--- src/rtl/pit_pkg.sv ---
package pit_pkg;
  localparam int CNT_W  = 16;
  localparam int PRE_W  = 4;
  localparam int ADDR_W = 3;

  localparam int B_EN   = 0;
  localparam int B_RLD  = 1;
  localparam int B_FLAG = 2;
  localparam int B_PIE  = 3;
  localparam int B_OVW  = 4;
  localparam int B_PRE  = 8;

  localparam logic [15:0] CTRL_STORE   = 16'h0F7B;
  localparam logic [15:0] CTRL_RESTART = 16'h0F73;

  typedef enum logic [ADDR_W-1:0] {
    OFS_CTRL = 3'd0,
    OFS_MOD  = 3'd2,
    OFS_CNT  = 3'd4
  } pit_ofs_e;
endpackage

--- src/rtl/pit_prescaler.sv ---
module pit_prescaler #(
  parameter int PRE_W = 4,
  localparam int DIV_W = (1 << PRE_W) - 1
) (
  input  logic             clk,
  input  logic             rst,
  input  logic             run,
  input  logic             clear,
  input  logic [PRE_W-1:0] sel,
  output logic             tick
);
  logic             half_q;
  logic [DIV_W-1:0] div_q;
  logic [DIV_W-1:0] mask;

  always_comb begin
    for (int i = 0; i < DIV_W; i++) begin
      mask[i] = (i < int'(sel));
    end
  end

  assign tick = run && !clear && half_q && (div_q == mask);

  always_ff @(posedge clk) begin
    if (rst || clear) begin
      half_q <= 1'b0;
      div_q  <= '0;
    end else if (run) begin
      half_q <= ~half_q;
      if (half_q) begin
        div_q <= (div_q == mask) ? '0 : div_q + 1'b1;
      end
    end
  end
endmodule

--- src/rtl/pit_counter.sv ---
module pit_counter #(
  parameter int CNT_W = 16
) (
  input  logic             clk,
  input  logic             rst,
  input  logic             tick,
  input  logic             restart,
  input  logic             force_ld,
  input  logic [CNT_W-1:0] force_val,
  input  logic [CNT_W-1:0] limit,
  output logic [CNT_W-1:0] count,
  output logic             pending,
  output logic             expire
);
  logic [CNT_W-1:0] cnt_q;
  logic             pend_q;

  assign expire  = tick && !pend_q && (cnt_q == '0);
  assign count   = cnt_q;
  assign pending = pend_q;

  always_ff @(posedge clk) begin
    if (rst) begin
      cnt_q  <= '0;
      pend_q <= 1'b1;
    end else if (restart) begin
      pend_q <= 1'b1;
    end else if (force_ld) begin
      cnt_q  <= force_val;
      pend_q <= 1'b0;
    end else if (tick) begin
      pend_q <= 1'b0;
      if (pend_q || cnt_q == '0) begin
        cnt_q <= limit;
      end else begin
        cnt_q <= cnt_q - 1'b1;
      end
    end
  end
endmodule

--- src/rtl/pit_regs.sv ---
module pit_regs
  import pit_pkg::*;
#(
  parameter int CNT_W  = 16,
  parameter int PRE_W  = 4,
  parameter int ADDR_W = 3
) (
  input  logic              clk,
  input  logic              rst,
  input  logic              bus_we,
  input  logic              bus_re,
  input  logic [ADDR_W-1:0] bus_addr,
  input  logic [15:0]       bus_wdata,
  input  logic              expire,
  input  logic [CNT_W-1:0]  count,
  output logic [15:0]       bus_rdata,
  output logic              irq,
  output logic              en,
  output logic              rld,
  output logic              pie,
  output logic              ovw,
  output logic [PRE_W-1:0]  pre,
  output logic [CNT_W-1:0]  modulus,
  output logic              flag,
  output logic              restart,
  output logic              force_ld
);
  logic [15:0]      ctrl_q;
  logic [CNT_W-1:0] mod_q;
  logic             flag_q;
  logic             wr_ctrl, wr_mod;
  logic             flag_nxt;
  logic [15:0]      ctrl_nxt;
  logic [15:0]      ctrl_view;
  logic [15:0]      rd_mux;

  assign wr_ctrl  = bus_we && (bus_addr == OFS_CTRL);
  assign wr_mod   = bus_we && (bus_addr == OFS_MOD);
  assign restart  = wr_ctrl && (((ctrl_q ^ bus_wdata) & CTRL_RESTART) != '0);
  assign force_ld = wr_mod && ctrl_q[B_OVW];
  assign ctrl_nxt = wr_ctrl ? (bus_wdata & CTRL_STORE) : ctrl_q;

  always_comb begin
    if (expire) begin
      flag_nxt = 1'b1;
    end else if ((wr_ctrl && bus_wdata[B_FLAG]) || wr_mod) begin
      flag_nxt = 1'b0;
    end else begin
      flag_nxt = flag_q;
    end
  end

  assign ctrl_view = ctrl_q | (16'(flag_q) << B_FLAG);

  always_comb begin
    case (bus_addr)
      OFS_CTRL: rd_mux = ctrl_view;
      OFS_MOD:  rd_mux = 16'(mod_q);
      OFS_CNT:  rd_mux = 16'(count);
      default:  rd_mux = '0;
    endcase
  end

  always_ff @(posedge clk) begin
    if (rst) begin
      ctrl_q    <= '0;
      mod_q     <= '0;
      flag_q    <= 1'b0;
      irq       <= 1'b0;
      bus_rdata <= '0;
    end else begin
      ctrl_q <= ctrl_nxt;
      flag_q <= flag_nxt;
      irq    <= flag_nxt && ctrl_nxt[B_PIE];
      if (wr_mod) begin
        mod_q <= bus_wdata[CNT_W-1:0];
      end
      if (bus_re) begin
        bus_rdata <= rd_mux;
      end
    end
  end

  assign en      = ctrl_q[B_EN];
  assign rld     = ctrl_q[B_RLD];
  assign pie     = ctrl_q[B_PIE];
  assign ovw     = ctrl_q[B_OVW];
  assign pre     = ctrl_q[B_PRE +: PRE_W];
  assign modulus = mod_q;
  assign flag    = flag_q;
endmodule

--- src/rtl/pit_timer.sv ---
module pit_timer
  import pit_pkg::*;
#(
  parameter int CW = CNT_W,
  parameter int PW = PRE_W,
  parameter int AW = ADDR_W
) (
  input  logic          clk,
  input  logic          rst,
  input  logic          bus_we,
  input  logic          bus_re,
  input  logic [AW-1:0] bus_addr,
  input  logic [15:0]   bus_wdata,
  output logic [15:0]   bus_rdata,
  output logic          irq
);
  logic          en, rld, pie, ovw, flag;
  logic [PW-1:0] pre;
  logic [CW-1:0] modulus, count, limit;
  logic          restart, force_ld, tick, expire, pending;

  assign limit = rld ? modulus : '1;

  pit_regs #(.CNT_W(CW), .PRE_W(PW), .ADDR_W(AW)) u_regs (
    .clk(clk), .rst(rst), .bus_we(bus_we), .bus_re(bus_re),
    .bus_addr(bus_addr), .bus_wdata(bus_wdata), .expire(expire),
    .count(count), .bus_rdata(bus_rdata), .irq(irq), .en(en),
    .rld(rld), .pie(pie), .ovw(ovw), .pre(pre), .modulus(modulus),
    .flag(flag), .restart(restart), .force_ld(force_ld)
  );

  pit_prescaler #(.PRE_W(PW)) u_pre (
    .clk(clk), .rst(rst), .run(en), .clear(restart), .sel(pre), .tick(tick)
  );

  pit_counter #(.CNT_W(CW)) u_cnt (
    .clk(clk), .rst(rst), .tick(tick), .restart(restart),
    .force_ld(force_ld), .force_val(bus_wdata[CW-1:0]), .limit(limit),
    .count(count), .pending(pending), .expire(expire)
  );
endmodule

--- config.mk ---
export PLATFORM = sky130hd
export DESIGN_NAME = pit_timer
export DESIGN_NICKNAME = d
export VERILOG_FILES = /design/src/rtl/pit_pkg.sv /design/src/rtl/pit_prescaler.sv /design/src/rtl/pit_counter.sv /design/src/rtl/pit_regs.sv /design/src/rtl/pit_timer.sv
export SDC_FILE = /design/constraint.sdc
export NUM_CORES = 1
export LEC_CHECK = 0
export ABC_AREA = 0
export ABC_CLOCK_PERIOD_IN_PS = 5700
export BUFFER_PORTS_ARGS = -buffer_cell sky130_fd_sc_hd__buf_2
export CAP_MARGIN = 10
export CORE_UTILIZATION = 54
export CTS_BUF_LIST = sky130_fd_sc_hd__clkbuf_16
export DETAILED_ROUTE_END_ITERATION = 8
export PLACE_DENSITY = 0.78
export SYNTH_ARGS = -nofsm -noshare
export SYNTH_HDL_FRONTEND = slang
export SYNTH_HIERARCHICAL = 1
export SYNTH_SLANG_ARGS = --single-unit
--- constraint.sdc ---
create_clock -name clk -period 5.7 [get_ports clk]
set_clock_uncertainty 0.2 [all_clocks]
set_input_delay 1.14 -clock clk [delete_from_list [all_inputs] [get_ports clk]]
set_output_delay 1.14 -clock clk [all_outputs]
set_load 0.005 [all_outputs]
Word-level counts from Yosys, hierarchy flattened
Cells that the tools add are included.
{"block": "word_totals", "reg_bits": 77, "inputBits": 23, "mem_bits_ro": 0, "mem_bits_rw": 0, "latchBits": 0, "mem_count": 0}
{"block": "op_classes", "shift": 0, "mul": 0, "bitwise": 4, "add_sub_neg": 2, "n_eq_ne": 3, "muxes": 11, "reduce_logical": 23, "n_lt_le_gt_ge": 15, "n_div": 0}
{"operator": "two-way mux 16 bit", "count": 4}
{"operator": "one-hot mux 16 bit (3 select lines)", "count": 1}
{"operator": "< comparator 4 bit (first input constant)", "count": 7}
{"operator": "logical NOT 16 bit", "count": 1}
{"operator": "< comparator 3 x 4 -> 1 bit (first input constant)", "count": 4}
{"operator": "nonzero test 16 bit", "count": 1}
{"operator": "subtractor 16 x 1 -> 16 bit (second input constant)", "count": 1}
{"operator": "adder 15 x 1 -> 15 bit (second input constant)", "count": 1}
{"operator": "equality test 15 bit", "count": 1}
{"operator": "two-way mux 15 bit", "count": 1}
{"operator": "bitwise OR 12 x 3 -> 12 bit", "count": 1}
{"operator": "XOR 12 bit", "count": 1}
{"operator": "logical AND 1 bit", "count": 11}
{"operator": "< comparator 1 x 4 -> 1 bit (first input constant)", "count": 2}
{"operator": "< comparator 2 x 4 -> 1 bit (first input constant)", "count": 2}
{"operator": "two-way mux 1 bit", "count": 4}
{"operator": "two-way mux 4 bit", "count": 1}
{"operator": "AND reduction 2 bit", "count": 2}
{"operator": "equality test 3 x 2 -> 1 bit (second input constant)", "count": 1}
{"operator": "equality test 3 bit (second input constant)", "count": 1}
{"operator": "logical NOT 3 bit", "count": 1}
{"operator": "logical OR 1 bit", "count": 3}
{"operator": "logical NOT 1 bit", "count": 2}
{"operator": "inverter 1 bit", "count": 2}
{"operator": "2 further kinds", "count": 2}

Longest topological paths before layout
Gate-level depths: netlist of the first run.
{"block": "logic_depth", "word_depth": 11, "mapped_depth": 13, "mapped_depth_nobuf": 9}

Cells and area by module
The synthesis of the first run kept the hierarchy.
{"mod": "pit_regs", "n_inst": 1, "area_each_um2": 2031.9, "cells_each": 245}
{"mod": "pit_counter", "n_inst": 1, "area_each_um2": 1396.3, "cells_each": 173}
{"mod": "pit_prescaler", "n_inst": 1, "area_each_um2": 1083.5, "cells_each": 143}
{"mod": "pit_timer", "n_inst": 1, "area_each_um2": 111.4, "cells_each": 17}

Worst setup path before layout of the first run
Ideal clock, no wire load.
{"block": "synth_path", "kind": "input -> register", "start": "input bus_addr[1]", "end": "register u_cnt.cnt_q[12], in the netlist u_cnt/count[12]", "stages": 9, "arrival_ns": 3.607, "path_slack_ns": 1.819, "cell_sequence": "buf_6 or4b_1 buf_2 a21oi_1 nor4_1 o21bai_1 a21oi_1 a311o_1 a31oi_1"}
{"block": "synth_between", "elab_chain_len": 9}
{"element": "start: declaration", "line_no": "pit_timer.sv:12", "rtl": "input logic [AW-1:0] bus_addr,"}
{"element": "logical NOT 3 bit", "line_no": "pit_regs.sv:37", "rtl": "assign wr_ctrl = bus_we && (bus_addr == OFS_CTRL);"}
{"element": "logical AND 1 bit", "line_no": "pit_regs.sv:37"}
{"element": "logical AND 1 bit", "line_no": "pit_regs.sv:39", "rtl": "assign restart = wr_ctrl && (((ctrl_q ^ bus_wdata) & CTRL_RESTART) != '0);"}
{"element": "via restart", "line_no": "pit_timer.sv:20", "rtl": "logic restart, force_ld, tick, expire, pending;"}
{"element": "logical NOT 1 bit", "line_no": "pit_prescaler.sv:22", "rtl": "assign tick = run && !clear && half_q && (div_q == mask);"}
{"element": "logical AND 1 bit (3 in series)", "line_no": "pit_prescaler.sv:22"}
{"element": "via tick", "line_no": "pit_timer.sv:20"}
{"element": "nonzero test 2 bit (no source line)"}
{"element": "AND reduction 2 bit (no source line)"}
{"element": "end signal: assignment", "line_no": "pit_counter.sv:29", "rtl": "cnt_q <= force_val;"}
{"element": "end signal: assignment", "line_no": "pit_counter.sv:34", "rtl": "cnt_q <= limit;"}
{"element": "end signal: assignment", "line_no": "pit_counter.sv:36", "rtl": "cnt_q <= cnt_q - 1'b1;"}
{"element": "end: declaration", "line_no": "pit_counter.sv:15", "rtl": "logic [CNT_W-1:0] cnt_q;"}
The timed path passes the listed nets, and every way through them passes these cells.
A chain may end at the register's enable or synchronous reset.

Final worst setup path of the first run
{"block": "layout_path", "start": "input bus_addr[2]", "end": "register u_cnt.cnt_q[0], in the netlist u_cnt/count[0]"}
Same word-level chain as after synthesis.

==> impl_metrics.toml, run 1 <==
[outcome]
outcome = "finished, final reports clean"

[routing]
routedWlPerCell_um = 17.83
routed_wirelength_um = 12410
vias = 4371
drc = 0
drt_first_pass_iters = 5
ant_nets = 0
via_per_inst = 6.280
first_iter_violations = 493

[placement]
dpl_cell_area_um2 = 4702
hpwl_um = 8464
place_ws_ns = 1.287
gp_congestion = 0.9248
port_buffers = 39

[timing]
slew_viol_final = 0
fin_tns_setup_ns = 0
finalCritPeriodShare = 0.7264
rsz0062_at_grt = "false"
period_needed_ns = 4.141
finalWorstSetupSlack_ns = 1.559
setup_violations = 0
worst_pin_slew_ns = 1.087
hold_violations = 0
max_slew_margin = 0.2755
fmax_mhz = 241.5

[global_route]
grt_pass1_wl_um = 20160
antenna_found_initial = 0
grt_max_degree = 57
overflow = 0
grt_pass1_vias = 4040
grt_use_total = 0.2894

[critical_path]
critPathLaunchType = "input port"
rrSetupSlack_ns = 1.72
reg2reg_depth = 9
path_max_fanout = 21
crit_path_start = "bus_addr[2]"
timing.rr.start = "u_regs/ctrl_q[9]$_SDFFE_PP0N_"
critPathKind = "input port to flip-flop"
crit_path_end_kind = "flip-flop"
arrival_ns = 4.15
critPathCapture = "u_cnt/count[0]$_SDFFE_PP0P_"
cp.required_ns = 5.71
reg2reg_to = "u_cnt/count[0]$_SDFFE_PP0P_"

[floorplan]
coreArea_um2 = 8258
start_util = 0.5598
die_w_um = 94.53
die_h_um = 94.53
die_area_um2 = 8936
rows = 33
ios = 40

[synth]
synth_area_leaders = "dfxtp_1 33%, a21oi_1 7.0%, nand2_1 5.7%"
netlist_area_um2 = 4623
yosysWarnings = 6
synth_compound_area_frac = 0.2171
synth_top_family_by_area = "simple AND/OR/NAND/NOR gates"
synthAdderAreaFrac = 0.005413
syn-num-nets = 603
syn_avg_cell_area_um2 = 7.999
synthArstFlopShare = 0
synth_top_area_frac = 0.3334
synth-edff-count = 0
synth-seq-cells = 77
muxShareOfSynthArea = 0.03275
netlist_instances = 578
synthSimpleGateAreaFrac = 0.2877
synth_top_area_cell = "dfxtp_1"
synthFlopType = "dfxtp_1"
seq_area_frac_synth = 0.3334
synth.distinct_cells = 75
yosys.area_share.xor_xnor = 0.05873

[layout]
antenna_cells = 0
nFillCells = 747
post-route-util = 0.6059
fin_nets = 611
stdcell_area_um2 = 5004
area_delta_synth_final_pct = 8.227
drive_gt1_frac = 0.1387

[pwr]
p_per_area_nw_per_um2 = 248.7
p_switching_w = 0.0003187
ir_drop_mv = 0.1812
intPower_w = 0.0009254
pwr-share-comb = 0.087
seqPwrFrac = 0.446
clockPowerShare = 0.466
switching_share = 0.2562
leakage_nw = 1.824

[clock_tree]
cts_hold_buf = 0
clk_latency_ns = 0.34
cts_resized = 0
clockBufferDepth = 2
cts_tree = "done"
clkTransAtPathRegs_ns = 0.06
htreeDepth = 3
root_buffer = "clkbuf_16"
numCtsBuffers = 9
cts.sinks = 77
post_cts.repair.setup_buffers = 0

[min_path]
holdCritPathClass = "flip-flop to flip-flop"

[flow_run]
drv_cap = 0
-- cells by family after synthesis --
group | after synthesis
simple gates | 246
compound gates | 152
flops | 77
buf+inv | 55
xor+xnor | 31
mux | 15
fa+ha+maj | 2
-- flip-flops by register name (all words and copies together), names as in the netlist, 10 cells and up --
signal            flops
u_regs/ctrl_q        10
u_regs/bus_rdata     16
u_regs/modulus       16
u_cnt/count          16
u_pre/div_q          15
-- worst max-delay path, cell delays in order --
cell and delay, ns:
buf_2 0.38, or4b_1 0.41, a21oi_1 0.08, buf_4 0.19
nor4_1 0.64, o21ba_2 0.50, nor2_1 0.20, a32o_1 0.29
or3_1 0.32
-- placed cells by master (no fill, tap or decap), drive strengths merged, types with 3 or more instances in the layout --
master   instances
nor2b           21
mux2i           14
buf             40
or3b             3
o31ai            4
inv             13
xnor2           17
nand3b           4
o22ai            6
nand2           71
or2b             5
dfxtp           77
a21boi           3
a211oi           7
nor3            15
nand4           11
xor2            14
nand3           12
clkinv           4
nand2b          17
nor3b            7
and3             4
o211ai           4
nor4             7
a21oi           66
nor2            55
o2bb2ai         11
clkbuf           9
o21ai           18
a31oi            7
or4              3
a22o             5
-- synthesized netlist by cell type, types with 2 or more instances --
master	count
dfxtp_1	77
nand2_1	70
a21oi_1	65
nor2_1	50
nor2b_1	21
nand2b_1	17
o21ai_0	17
xnor2_1	17
nor3_1	15
buf_2	14
clkbuf_1	14
mux2i_1	14
xor2_1	14
nand3_1	12
inv_1	11
o2bb2ai_1	11
nand4_1	10
buf_6	8
a211oi_1	7
a31oi_1	7
o22ai_1	6
a22o_1	5
nor2_2	5
nor3b_1	5
or2b_1	5
and3_1	4
buf_4	4
nand3b_1	4
o211ai_1	4
nor4_1	3
nor4_2	3
o31ai_1	3
or4_1	3
a21boi_0	2
a311o_1	2
and2_1	2
and2b_1	2
buf_1	2
ha_1	2
nor3b_2	2
o221ai_1	2
o31a_1	2
or3_1	2
or3b_2	2
-- per-stage QoR --
stage          hold WS, ns  power [W]  cells
2_1_floorplan       0.2439  0.0006456    578
3_5_place_dp        0.2584  0.0006719    680
4_1_cts             0.2674   0.001250    696
5_1_grt             0.2983   0.001288    696
6_report            0.2674   0.001244    696
3_3_place_gp        0.2538  0.0006697    680
-- worst min-delay path by stage --
stage / start / endpoint / cells past startpoint
6_report: u_regs/modulus[5]$_SDFFE_PP0P_ / u_regs/modulus[5]$_SDFFE_PP0P_ / 2
5_1_grt: u_regs/modulus[11]$_SDFFE_PP0P_ / u_regs/modulus[11]$_SDFFE_PP0P_ / 2
4_1_cts: u_regs/modulus[5]$_SDFFE_PP0P_ / u_regs/modulus[5]$_SDFFE_PP0P_ / 2
3_5_place_dp: u_regs/modulus[5]$_SDFFE_PP0P_ / u_regs/modulus[5]$_SDFFE_PP0P_ / 2
3_3_place_gp: u_regs/modulus[5]$_SDFFE_PP0P_ / u_regs/modulus[5]$_SDFFE_PP0P_ / 2
2_1_floorplan: u_regs/modulus[12]$_SDFFE_PP0P_ / u_regs/modulus[12]$_SDFFE_PP0P_ / 2
-- metal layers --
layer / up-vias / routed length (um) / track usage
met5: - / 0 / 0
met4: 0 / 297 / 0.1162
met3: 25 / 939 / 0.06280
met2: 234 / 5871 / 0.4614
met1: 2051 / 5303 / 0.3796
li1: 2061 / - / -
-- cell type report --
class | instances | area (um^2) | area share
Clock buffer | 9 | 225.2 | 0.04501
Multi-Input combinational cell | 446 | 2781 | 0.5559
Sequential cell | 77 | 1541 | 0.3081
Tap cell | 105 | 131.4 | 0.02626
Inverter | 12 | 45.04 | 0.009002
Clock inverter | 7 | 76.32 | 0.01525
Timing Repair Buffer | 40 | 202.7 | 0.04051
-- power by group through the flow --
stage,sequential (W),clock (W),combinational [W]
after floorplan,0.000560,0,0.0000857
after global placement,0.000566,0,0.000103
after detailed placement,0.000567,0,0.000105
after CTS,0.000555,0.000589,0.000106
after global routing,0.000556,0.000614,0.000118
final,0.000555,0.000580,0.000109
Power figures use the tool's default switching activity.
==> inputs of run 2 (changes only) <==
- ABC_AREA: 0 -> 1
- ABC_CLOCK_PERIOD_IN_PS: 5700 -> 3800
- PLACE_DENSITY: 0.78 -> 0.81
- clock period: 5.7 -> 3.8 ns (I/O delays scaled with it)
==> run 2 against run 1 <==
Against the previous run: combinational power grew 50%; flip-flop and latch count is the same; clock power grew 47%; first-iteration DRC count shrank 20%; global-route usage shrank 1.5 points; sequential power grew 50%; critical path type unchanged; routed wire length grew 4.0%; synthesized cell count grew 34%.
==> impl_metrics.toml, run 2 <==
[outcome]
outcome = "finished, final reports clean"

[routing]
routedWlPerCell_um = 14.16
via_per_inst = 5.526
drc = 0
first_iter_violations = 396
routed_wirelength_um = 12910
ant_nets = 0
drt_first_pass_iters = 7
vias = 5040

[timing]
hold_slack_ns = 0.2626
setup_violations = 0
max_slew_margin = 0.4164
fin_tns_setup_ns = 0
fmax_mhz = 326.7
finalCritPeriodShare = 0.8055
hold_violations = 0
worst_pin_slew_ns = 0.8744
period_needed_ns = 3.061
rsz0062_at_grt = "false"
slew_viol_final = 0

[synth]
yosysWarnings = 6
post-synth-top-count-cell = "nand2_1"
synthTopCellsByCount = "236 x nand2_1, 104 x nor2_1, 77 x dfxtp_1, 77 x nand3_1, 76 x inv_1"
syn-num-nets = 802
synth-edff-count = 0
seq_area_frac_synth = 0.3167
synthArstFlopShare = 0
syn_avg_cell_area_um2 = 6.264
synthFlopType = "dfxtp_1"
netlist_area_um2 = 4867
synth.distinct_cells = 37
synth_top_area_cell = "dfxtp_1"
synth_top_area_frac = 0.3167
netlist_instances = 777
synth-seq-cells = 77
synth_area_leaders = "dfxtp_1 32%, nand2_1 18%, nor2_1 8.0%"

[clock_tree]
clkTransAtPathRegs_ns = 0.06
cts.sinks = 77
htreeDepth = 3
clk_latency_ns = 0.34
cts_resized = 0
root_buffer = "clkbuf_16"
clockBufferDepth = 2
post_cts.repair.setup_buffers = 0
cts_hold_buf = 0
cts_tree = "done"
numCtsBuffers = 9

[layout]
layout.cells.non_filler = 912
area_delta_synth_final_pct = 8.483
fin_nets = 824
post-route-util = 0.6055
final_common_cell = "nand2_1"
drive_gt1_frac = 0.1480
antenna_cells = 0
nFillCells = 850
most-common-layout-cells = "236 x nand2_1, 104 x nor2_1, 77 x inv_1, 77 x nand3_1, 77 x dfxtp_1"

[global_route]
antenna_found_initial = 0
use_met2 = 0.4382
grt_use_total = 0.2740
overflow = 0
met1_usage = 0.3719
busiest_layer = "met2"
grt_pass1_wl_um = 21090
grt_max_degree = 31
grt_pass1_vias = 4516
grt_util_met3 = 0.03829

[min_path]
hold_depth = 2
holdCritPathClass = "flip-flop to flip-flop"

[pwr]
leakage_nw = 2.380
p_per_area_nw_per_um2 = 350.3
ir_drop_mv = 0.1873
total_power_w = 0.001850

[critical_path]
critPathLaunchType = "input port"
path_max_fanout = 30
reg2reg_depth = 14
cp.required_ns = 3.82
crit_path_end_kind = "flip-flop"
critPathSlowestCell = "inv_1"
cp_common_cell = "a21oi_1"
cp_slowest_stage_delay_ns = 0.41
crit_path_cell_trace = "buf_2 -> nor3_4 -> nand2_2 -> nor2_1 -> buf_4 -> inv_2 -> a21oi_1 -> inv_1 -> a21oi_1 -> a21oi_2"
arrival_ns = 3.08
critPathKind = "input port to flip-flop"

[flow_run]
drv_cap = 0

[floorplan]
ios = 40
die_w_um = 96.94
coreArea_um2 = 8721
die_h_um = 96.94
rows = 34
die_area_um2 = 9397
start_util = 0.5581

[placement]
hpwl_um = 9461
dp.cells = 896
gp_congestion = 0.9945
port_buffers = 39
-- run 2: cell count changes in the layout (fill, tap and decap cells not counted), sizes merged, moves of 14 or more --
cell,before,now
inv,13,86
mux2i,14,0
nand2,71,248
nand2b,17,0
nand3,12,82
nor2,55,118
nor2b,21,0
o21ai,18,38
-- run 2: through the flow --
step / setup WS [ns] / area (um^2)
after CTS: 0.7971 / 5280
after global routing: 0.3944 / 5280
final: 0.7392 / 5280
after detailed placement: 0.4654 / 4987
after global placement: 0.5765 / 4987
after floorplan: 1.217 / 4867
-- run 2: power by group --
part	leakage, nW	switching [W]	internal [W]
sequential	0.622	0.0000151	0.000819
clock	0.143	0.000347	0.000505
combinational	1.62	0.000112	0.0000520
total	2.38	0.000474	0.00138
-- run 2: cell type report --
type / count / area [um^2] / share of cell area
multi-input combinational: 581 / 2749 / 0.5206
sequential: 77 / 1541 / 0.2919
inverter: 85 / 321.6 / 0.06090
timing repair buffer: 45 / 240.2 / 0.04550
clock buffer: 9 / 225.2 / 0.04265
tap: 108 / 135.1 / 0.02559
clock inverter: 7 / 67.56 / 0.01280
-- run 2: worst max-delay path, delay by kind of cell --
| kind | cells | cell delay (ns) |
|---|---|---|
| AOI/OAI and AO/OA | 3 | 0.65 |
| buffers and inverters | 4 | 0.96 |
| and+or+nand+nor | 3 | 0.68 |
-- run 2: worst paths after layout --
| kind | start | end | slack, ns |
|---|---|---|---|
| max | bus_addr[2] | u_cnt/count[1]$_SDFFE_PP0P_ | 0.74 |
| min reg2reg | u_regs/bus_rdata[2]$_SDFFE_PP0P_ | u_regs/bus_rdata[2]$_SDFFE_PP0P_ | 0.26 |
| max reg2reg | u_regs/ctrl_q[10]$_SDFFE_PP0N_ | u_cnt/count[1]$_SDFFE_PP0P_ | 0.77 |
| min | u_regs/bus_rdata[2]$_SDFFE_PP0P_ | u_regs/bus_rdata[2]$_SDFFE_PP0P_ | 0.26 |
-- run 2: metal layers --
layer | part of all wire | up-vias
met2 | 0.46 | 211
met5 | 0 | -
met1 | 0.45 | 2313
met4 | 0.023 | 0
li1 | - | 2481
met3 | 0.074 | 35
-- run 2: cells by family after synthesis --
group                      count (synthesis)  share of synthesized area
and+or+nand+nor                          464                     0.4167
buffers and inverters                    119                     0.1185
AOI/OAI and AO/OA                         99                     0.1141
DFF                                       77                     0.3167
xor gates and xnor gates                  16                    0.02879
adders and majority gates                  2                   0.005141
==> inputs of run 3 (changes only) <==
- ABC_CLOCK_PERIOD_IN_PS: 3800 -> 3100
- PLACE_DENSITY: 0.81 -> 0.78
- clock period: 3.8 -> 3.1 ns (I/O delays scaled with it)
==> run 3 against run 2 <==
Against the previous run: via count is 1.2% higher; clock-buffer cell count stayed put; sequential power is 22% higher; total power is 33% higher; combinational power is 24% higher; non-clock buffer count is 5 higher; flip-flop and latch count stayed put; global-route usage is 1.6 points higher; final cell count is 0.66% higher; clock power is 45% higher; register-to-register slack worse by 0.47 ns; routed wire length is 4.4% higher; largest cell class unchanged; largest power group unchanged; highest routed layer unchanged.
==> impl_metrics.toml, run 3 (synthesized netlist as in run 2, its figures left out) <==
[outcome]
outcome = "finished, final reports clean"

[global_route]
grt_pass1_wl_um = 21940
grt_use_total = 0.2904
antenna_found_initial = 0
overflow = 0
grt_pass1_vias = 4471
grt_max_degree = 31

[pwr]
ir_drop_mv = 0.2551
p_switching_w = 0.0005956
intPower_w = 0.001860
pwr-share-comb = 0.083
p_per_area_nw_per_um2 = 455.4
seqPwrFrac = 0.416
clockPowerShare = 0.501
leakage_nw = 2.423
switching_share = 0.2425

[routing]
vias = 5102
routed_wirelength_um = 13480
drt_first_pass_iters = 5
routedWlPerCell_um = 14.68
via_per_inst = 5.558
ant_nets = 0
drc = 0
first_iter_violations = 532

[critical_path]
rrSetupSlack_ns = 0.30
critPathKind = "flip-flop to flip-flop"
crit_path_end_kind = "flip-flop"
path_max_fanout = 15
cp.required_ns = 3.13
arrival_ns = 2.83
critPathLaunchType = "flip-flop"

[timing]
setup_violations = 0
rsz0062_at_grt = "false"
max_slew_margin = 0.4769
period_needed_ns = 2.800
fmax_mhz = 357.2
hold_violations = 0
slew_viol_final = 0
fin_tns_setup_ns = 0
finalCritPeriodShare = 0.9032
finalWorstSetupSlack_ns = 0.3001
worst_pin_slew_ns = 0.7837

[clock_tree]
cts.sinks = 77
clk_latency_ns = 0.34
clockBufferDepth = 2
root_buffer = "clkbuf_16"
cts_hold_buf = 0
clkTransAtPathRegs_ns = 0.07
numCtsBuffers = 9
htreeDepth = 3
cts_tree = "done"

[layout]
layout.cells.non_filler = 918
post-route-util = 0.6184
nFillCells = 842
drive_gt1_frac = 0.1630
antenna_cells = 0
most-common-layout-cells = "236 x nand2_1, 104 x nor2_1, 77 x nand3_1, 75 x inv_1, 73 x dfxtp_1"
final_common_cell = "nand2_1"
area_delta_synth_final_pct = 10.80
fin_nets = 830

[floorplan]
rows = 34
ios = 40
die_h_um = 96.94
start_util = 0.5581
coreArea_um2 = 8721
die_area_um2 = 9397
die_w_um = 96.94

[placement]
port_buffers = 39
hpwl_um = 9503
place_ws_ns = 0.004174
gp_congestion = 0.8966
dp.cells = 899

[min_path]
holdCritPathClass = "flip-flop to flip-flop"

[flow_run]
drv_cap = 0
-- run 3: per-stage QoR --
step | hold slack (ns) | power [W] | instance area, um^2
after floorplan | 0.2572 | 0.001184 | 4867
after global placement | 0.2482 | 0.001239 | 5010
after detailed placement | 0.2536 | 0.001242 | 5010
after CTS | 0.2638 | 0.002469 | 5358
after global routing | 0.2857 | 0.002540 | 5393
final | 0.2612 | 0.002456 | 5393
-- run 3: per-layer routing --
| layer | routed length, um | global-route usage | vias up |
|---|---|---|---|
| met4 | 317 | 0.09989 | 0 |
| li1 | - | - | 2502 |
| met3 | 1011 | 0.05058 | 34 |
| met5 | 0 | 0 | - |
| met1 | 6030 | 0.4018 | 2350 |
| met2 | 6119 | 0.4556 | 216 |
-- run 3: worst max-delay path, cell delays in order (launching register included) --
cell and delay (ns):
dfxtp_1 0.44, nand2_1 0.13, o21ai_1 0.15, nand2_1 0.06, nor2_1 0.11, nor2_1 0.06, nor2_1 0.19, nand3_2 0.16
nor2_1 0.11, inv_1 0.08, a21oi_2 0.33, clkinvlp_4 0.14, buf_4 0.21, a21oi_1 0.21, a21oi_2 0.08
-- run 3: path summary, 6_finish.rpt --
| check | depth (start not counted) | start | endpoint |
|---|---|---|---|
| setup / recovery | 14 | u_pre/div_q[9]$_SDFFE_PP0P_ | u_cnt/count[2]$_SDFFE_PP0P_ |
| hold reg to reg | 2 | u_regs/bus_rdata[15]$_SDFFE_PP0P_ | u_regs/bus_rdata[15]$_SDFFE_PP0P_ |
| setup reg to reg | 14 | u_pre/div_q[9]$_SDFFE_PP0P_ | u_cnt/count[2]$_SDFFE_PP0P_ |
| hold / removal | 2 | u_regs/bus_rdata[15]$_SDFFE_PP0P_ | u_regs/bus_rdata[15]$_SDFFE_PP0P_ |
-- run 3: area by class of cell --
type	count	area (um^2)	share of cell area
Multi-Input combinational cell	581	2753	0.5104
Timing Repair Buffer	50	277.8	0.05151
Tap cell	108	135.1	0.02506
Clock inverter	7	122.6	0.02274
Timing Repair inverter	1	7.507	0.001392
Inverter	85	325.3	0.06032
Sequential cell	77	1546	0.2868
Clock buffer	9	225.2	0.04176
-- run 3: power by group through the flow --
stage	Clock, W	Combinational (W)	Sequential (W)
floorplan	0	0.000149	0.00104
global placement	0	0.000196	0.00104
detailed placement	0	0.000199	0.00104
CTS	0.00125	0.000200	0.00102
global route	0.00129	0.000227	0.00102
finish	0.00123	0.000204	0.00102
-- run 3: repair_timing --
action,in CTS,in global routing
endpoints found under the setup margin,0,16
setup buffers,0,2
resized for setup,0,7
